<file path="config.mk">
export PLATFORM = sky130hd
export DESIGN_NAME = ldpc_bitnode_update
export DESIGN_NICKNAME = d
export VERILOG_FILES = /design/src/rtl/ldpc_bnu_pkg.sv /design/src/rtl/bnu_edge_mask.sv /design/src/rtl/bnu_accum.sv /design/src/rtl/bnu_extr.sv /design/src/rtl/ldpc_bitnode_update.sv
export SDC_FILE = /design/constraint.sdc
export NUM_CORES = 1
export LEC_CHECK = 0
export ABC_AREA = 1
export BUFFER_PORTS_ARGS = -buffer_cell sky130_fd_sc_hd__buf_2
export CAP_MARGIN = 5
export CORE_MARGIN = 5
export CORE_UTILIZATION = 55
export CTS_BUF_LIST = sky130_fd_sc_hd__clkbuf_8
export DETAILED_ROUTE_END_ITERATION = 10
export PLACE_DENSITY = 0.8
export SETUP_SLACK_MARGIN = 0.4
export SLEW_MARGIN = 10
export SYNTH_ARGS = -nofsm -noshare
export SYNTH_HDL_FRONTEND = slang
export SYNTH_SLANG_ARGS = --single-unit
</file>
<file path="constraint.sdc">
create_clock -name clk -period 4.3 [get_ports clk]
set_input_delay 0.86 -clock clk [delete_from_list [all_inputs] [get_ports clk]]
set_output_delay 0.86 -clock clk [all_outputs]
set_load 0.02 [all_outputs]
</file>
<file path="src/rtl/ldpc_bnu_pkg.sv">
`timescale 1ns/1ps
package ldpc_bnu_pkg;
    // default message width and node degree
    localparam int MSG_W_DEF  = 6;
    localparam int SUM_W_DEF  = 9;
    localparam int MAXDEG_DEF = 4;

    // largest magnitude an outgoing message may carry
    function automatic int msg_limit(input int w);
        return (1 << (w - 1)) - 1;
    endfunction
endpackage

</file>
<file path="src/rtl/bnu_edge_mask.sv">
`timescale 1ns/1ps
module bnu_edge_mask
    import ldpc_bnu_pkg::*;
#(
    parameter int MSG_W  = MSG_W_DEF,
    parameter int MAXDEG = MAXDEG_DEF,
    parameter int DEG    = MAXDEG_DEF
) (
    input  logic                              first_pass,
    input  logic [MAXDEG-1:0][MSG_W-1:0]      msgs_in,
    output logic [MAXDEG-1:0][MSG_W-1:0]      msgs_out
);
    // inactive edges and first-pass inputs read as zero
    for (genvar e = 0; e < MAXDEG; e++) begin : g_edge
        if (e < DEG) begin : g_live
            assign msgs_out[e] = first_pass ? '0 : msgs_in[e];
        end else begin : g_dead
            assign msgs_out[e] = '0;
        end
    end
endmodule

</file>
<file path="src/rtl/bnu_accum.sv">
`timescale 1ns/1ps
module bnu_accum
    import ldpc_bnu_pkg::*;
#(
    parameter int MSG_W  = MSG_W_DEF,
    parameter int SUM_W  = SUM_W_DEF,
    parameter int MAXDEG = MAXDEG_DEF
) (
    input  logic [MSG_W-1:0]                  chan,
    input  logic [MAXDEG-1:0][MSG_W-1:0]      msgs,
    output logic signed [SUM_W-1:0]           total
);
    localparam int EXT = SUM_W - MSG_W;

    always_comb begin
        total = $signed({{EXT{chan[MSG_W-1]}}, chan});
        for (int e = 0; e < MAXDEG; e++) begin
            total = total + $signed({{EXT{msgs[e][MSG_W-1]}}, msgs[e]});
        end
    end
endmodule

</file>
<file path="src/rtl/bnu_extr.sv">
`timescale 1ns/1ps
module bnu_extr
    import ldpc_bnu_pkg::*;
#(
    parameter int MSG_W  = MSG_W_DEF,
    parameter int SUM_W  = SUM_W_DEF,
    parameter int MAXDEG = MAXDEG_DEF,
    parameter int DEG    = MAXDEG_DEF
) (
    input  logic signed [SUM_W-1:0]           total,
    input  logic [MAXDEG-1:0][MSG_W-1:0]      msgs,
    output logic [MAXDEG-1:0][MSG_W-1:0]      extr
);
    localparam int EXT = SUM_W - MSG_W;
    localparam int LIM = msg_limit(MSG_W);

    for (genvar e = 0; e < MAXDEG; e++) begin : g_edge
        if (e < DEG) begin : g_live
            logic signed [SUM_W-1:0] diff;
            always_comb begin
                // total minus the message this edge's check sent
                diff = total - $signed({{EXT{msgs[e][MSG_W-1]}}, msgs[e]});
                if (diff > LIM)
                    extr[e] = MSG_W'(LIM);
                else if (diff < -LIM)
                    extr[e] = MSG_W'(-LIM);
                else
                    extr[e] = diff[MSG_W-1:0];
            end
        end else begin : g_dead
            assign extr[e] = '0;
        end
    end
endmodule

</file>
<file path="src/rtl/ldpc_bitnode_update.sv">
`timescale 1ns/1ps
module ldpc_bitnode_update
    import ldpc_bnu_pkg::*;
#(
    parameter int MSG_W  = MSG_W_DEF,
    parameter int SUM_W  = SUM_W_DEF,
    parameter int MAXDEG = MAXDEG_DEF,
    parameter int DEG    = MAXDEG_DEF
) (
    input  logic                        clk,
    input  logic                        rst_n,
    input  logic                        in_valid,
    input  logic                        first_pass,
    input  logic [MSG_W-1:0]            ch_llr,
    input  logic [MAXDEG*MSG_W-1:0]     c2b_msgs,
    output logic                        out_valid,
    output logic [MAXDEG*MSG_W-1:0]     b2c_msgs,
    output logic [SUM_W-1:0]            app_llr,
    output logic                        hard_bit
);
    localparam int LIM     = msg_limit(MSG_W);
    localparam int APP_MAX = (MAXDEG + 1) * (1 << (MSG_W - 1));

    logic [MAXDEG-1:0][MSG_W-1:0] msgs_raw, msgs_live, msgs_q, extr_d, extr_q;
    logic signed [SUM_W-1:0]      total_d, total_q, app_q;
    logic                         v1_q, v2_q, hard_q;

    assign msgs_raw = c2b_msgs;

    bnu_edge_mask #(.MSG_W(MSG_W), .MAXDEG(MAXDEG), .DEG(DEG)) u_mask (
        .first_pass (first_pass),
        .msgs_in    (msgs_raw),
        .msgs_out   (msgs_live)
    );

    bnu_accum #(.MSG_W(MSG_W), .SUM_W(SUM_W), .MAXDEG(MAXDEG)) u_accum (
        .chan  (ch_llr),
        .msgs  (msgs_live),
        .total (total_d)
    );

    // stage 1: inclusive total and the masked messages
    always_ff @(posedge clk) begin
        if (!rst_n) begin
            v1_q    <= 1'b0;
            total_q <= '0;
            msgs_q  <= '0;
        end else begin
            v1_q <= in_valid;
            if (in_valid) begin
                total_q <= total_d;
                msgs_q  <= msgs_live;
            end
        end
    end

    bnu_extr #(.MSG_W(MSG_W), .SUM_W(SUM_W), .MAXDEG(MAXDEG), .DEG(DEG)) u_extr (
        .total (total_q),
        .msgs  (msgs_q),
        .extr  (extr_d)
    );

    // stage 2: saturated extrinsics, total and decision
    always_ff @(posedge clk) begin
        if (!rst_n) begin
            v2_q   <= 1'b0;
            extr_q <= '0;
            app_q  <= '0;
            hard_q <= 1'b0;
        end else begin
            v2_q <= v1_q;
            if (v1_q) begin
                extr_q <= extr_d;
                app_q  <= total_q;
                hard_q <= total_q[SUM_W-1];
            end
        end
    end

    assign out_valid = v2_q;
    assign b2c_msgs  = extr_q;
    assign app_llr   = app_q;
    assign hard_bit  = hard_q;

    // two-cycle latency
    p_latency_r1: assert property (@(posedge clk) disable iff (!rst_n)
        in_valid |-> ##2 out_valid);

    // total stays within the reachable range
    p_app_bound_r3: assert property (@(posedge clk) disable iff (!rst_n)
        out_valid |-> ($signed(app_q) <= APP_MAX && $signed(app_q) >= -APP_MAX));

    // zero total decides bit 0
    p_zero_hard_r6: assert property (@(posedge clk) disable iff (!rst_n)
        (out_valid && app_q == '0) |-> !hard_bit);

    for (genvar e = 0; e < MAXDEG; e++) begin : g_chk
        // symmetric clamp on every outgoing message
        p_sat_range_r5: assert property (@(posedge clk) disable iff (!rst_n)
            out_valid |-> ($signed(extr_q[e]) <= LIM && $signed(extr_q[e]) >= -LIM));
        if (e >= DEG) begin : g_dead_chk
            // disabled edge output is zero
            p_unused_zero_r7: assert property (@(posedge clk) disable iff (!rst_n)
                out_valid |-> (b2c_msgs[e*MSG_W +: MSG_W] == '0));
        end
    end
endmodule

</file>
==> impl_metrics.toml <==
[status]
status = "completed"

[die]
rows = 35
die_h_um = 108
dieWidth_um = 108
pin_count = 69
coreArea_um2 = 9280
start_util_pct = 56.9
die-area_um2 = 11700

[sta]
worstMarginPinSlew_ns = 0.677
fin_hold_ws_ns = 0.463
fin_crit_ns = 3.95
timing.fmax_mhz = 253
finalClockSkew_ns = 0.0173
setup_viol = 0
hold_viol = 0
fin_ws_ns = 0.346
slew_headroom_pct = 54.8
rsz0062_at_grt = "true"
fin_tns_setup_ns = 0
timing.final.crit_share_pct = 92.0
slew_viol_final = 0

[global_routing]
grt_antenna_before_repair = 0
grt_pass1_wl_um = 22800
grt_usage_pct = 24.1
overflow = 0
grt_max_degree = 56
grt_pass1_vias = 5063

[cts]
ctsHtreeMaxLevel = 3
clkLatencyLatePin_ns = 0.36
cts.sinks = 68
numCtsBuffers = 9
clk_path_buf_depth = 2
clock-root-buffer = "clkbuf_8"
clk_pin_slew_ns = 0.09
cts_tree = "built"

[pwr]
ir_drop_mv = 0.241
power.leakage_nw = 3.43
switching_power_mw = 1.56
pwr-share-comb_pct = 59.5
switching_share_pct = 47.1
p_int_mw = 1.76
p_per_area_nw_per_um2 = 524
seqPwrFrac_pct = 23.9
power_mw = 3.32
p_clk_share_pct = 16.6

[route]
drc_errors = 0
ant_nets = 0
vias_per_cell = 5.26
wl_um = 14100
routed_wire_length_per_instance_um = 14.1
dr.first_iter.drc_count = 305
drt-pass1-iter-count = 6
vias = 5261

[job]
maxCapViolations = 0

[final_layout]
n_antenna_cell = 0
fin_util_pct = 68.2
fin_area_um2 = 6330
nNetsFinal = 966
fill_cells = 800
area_growth_pct = 19.8
final_cells = 1001
drive_gt1_share_pct = 20.6

[worst_hold_path]
worstHoldPathType = "flip-flop to flip-flop"
hp-start = "b2c_msgs[17]"

[placement]
place_ws_ns = -0.117
io_buffer_count = 68
place_inst = 977
gp_congestion = 0.899
dp.final_hpwl_um = 10300
postPlaceCellArea_um2 = 5910

[worst_setup_path]
cp-end-kind = "flip-flop"
rr_startpoint = "total_q[0]"
start_kind = "primary input"
cp-startpoint = "first_pass"
cp_max_fo = 7
arrival_ns = 4.26
crit_type = "primary input to flip-flop"
required_ns = 4.61

[synth]
seq_area_frac_synth_pct = 25.8
syn-num-nets = 885
syn_inst = 786
ys_warn_count = 0
postSynthAreaPerCell_um2 = 6.72
synth-seq-cells = 68
syn-cell-area_um2 = 5280
ys_types = 31
-- Yosys cell counts --
cell type | count | area, um^2
a2111oi_0 | 1 | 8.76
buf_2 | 1 | 5.00
nand3_1 | 37 | 185
inv_2 | 3 | 11.3
inv_1 | 139 | 522
or2_4 | 4 | 35.0
nand3b_1 | 7 | 52.6
a21o_1 | 1 | 7.51
o21a_1 | 1 | 7.51
a21oi_2 | 7 | 61.3
buf_1 | 1 | 3.75
nand2_2 | 13 | 81.3
o21ai_0 | 58 | 290
a31oi_1 | 2 | 12.5
ha_1 | 45 | 563
clkbuf_1 | 19 | 71.3
nor2_1 | 50 | 188
a21boi_0 | 3 | 22.5
buf_4 | 1 | 7.51
nand2_1 | 197 | 739
a21oi_1 | 80 | 400
xnor2_1 | 3 | 26.3
nand3_2 | 6 | 60.1
xor2_1 | 11 | 96.3
clkbuf_4 | 1 | 7.51
nand2_4 | 1 | 11.3
dfxtp_1 | 68 | 1360
nand4_1 | 4 | 25.0
fa_1 | 20 | 400
o221ai_1 | 1 | 8.76
o21bai_1 | 1 | 7.51
-- power by group through the flow --
| stage | Sequential [mW] | Clock, mW | Combinational (mW) |
|---|---|---|---|
| 2_1_floorplan | 0.817 | 0 | 1.37 |
| 3_3_place_gp | 0.801 | 0 | 1.74 |
| 3_5_place_dp | 0.803 | 0 | 1.80 |
| 4_1_cts | 0.788 | 0.549 | 1.85 |
| 5_1_grt | 0.799 | 0.577 | 2.22 |
| 6_report | 0.791 | 0.551 | 1.98 |
-- final timing paths --
check	to	slack, ns	depth (start not counted)
hold reg to reg	b2c_msgs[17]	0.46	2
hold / removal	b2c_msgs[17]	0.46	2
setup reg to reg	b2c_msgs[19]	2.02	13
setup / recovery	total_q[8]	0.35	22
-- routing by layer --
metal / vias up / wire length, um / track usage (%)
met2: 179 / 6640 / 41.2
met1: 2415 / 6330 / 32.1
met3: 21 / 914 / 3.40
met4: 0 / 214 / 6.22
met5: - / 0 / 0
li1: 2646 / - / -
-- cell families after synthesis --
family	Yosys count	synth area share (%)
xor+xnor	14	2.32
fa+ha+maj	65	18.2
compound gates	155	15.7
buf+inv	165	11.9
flops	68	25.8
simple gates	319	26.1
-- final cells by class --
cell class | instances | area, um^2 | area share [%]
Clock buffer | 9 | 124 | 1.96
Clock inverter | 7 | 75.1 | 1.19
Inverter | 142 | 549 | 8.68
Multi-Input combinational cell | 553 | 3500 | 55.4
Sequential cell | 68 | 1360 | 21.5
Tap cell | 129 | 161 | 2.55
Timing Repair Buffer | 92 | 543 | 8.58
Timing Repair inverter | 1 | 8.76 | 0.138
-- state kept, by name, indices dropped and copies added, names as in the netlist --
name	cells
total_q	9
b2c_msgs	24
app_llr	9
v1_q	1
msgs_q	24
out_valid	1
-- cells in the final DEF, fill, tap and decap left out, types with 4 or more instances in the layout --
master / synthesis / final
inv_1: 139 / 134
nand3_1: 37 / 35
nand4_1: 4 / 4
inv_2: 3 / 7
clkbuf_8: 0 / 9
nand2_2: 13 / 20
nand3_2: 6 / 8
a21oi_2: 7 / 11
or2_4: 4 / 4
nand2_1: 197 / 188
ha_1: 45 / 37
dfxtp_1: 68 / 68
fa_1: 20 / 17
buf_2: 1 / 67
a21oi_1: 80 / 76
ha_4: 0 / 7
nand3b_1: 7 / 7
nor2_1: 50 / 50
o21ai_0: 58 / 56
xor2_1: 11 / 9
buf_4: 1 / 22
-- timing repair --
action	in CTS	in global routing
hold endpoints to repair	0	0
setup endpoints to repair	3	4
hold buffers	0	0
gates cloned	0	1
setup buffers	1	6
pin swaps	6	22
gates resized for setup	6	27
-- worst max-delay path, cell delays in order --
cell,delay (ns)
buf_12,0.11
inv_16,0.04
nand2_2,0.05
inv_1,0.05
fa_1,0.54
ha_4,0.23
a21oi_2,0.13
inv_2,0.05
a31oi_4,0.17
nor2_1,0.08
nor2_1,0.10
nor2_1,0.05
nor2_1,0.15
xor2_1,0.11
fa_1,0.50
inv_2,0.05
ha_4,0.28
nand2_2,0.07
o21a_1,0.20
a21oi_1,0.22
o221ai_2,0.13
inv_1,0.07
(Power assumes the default switching activity.)
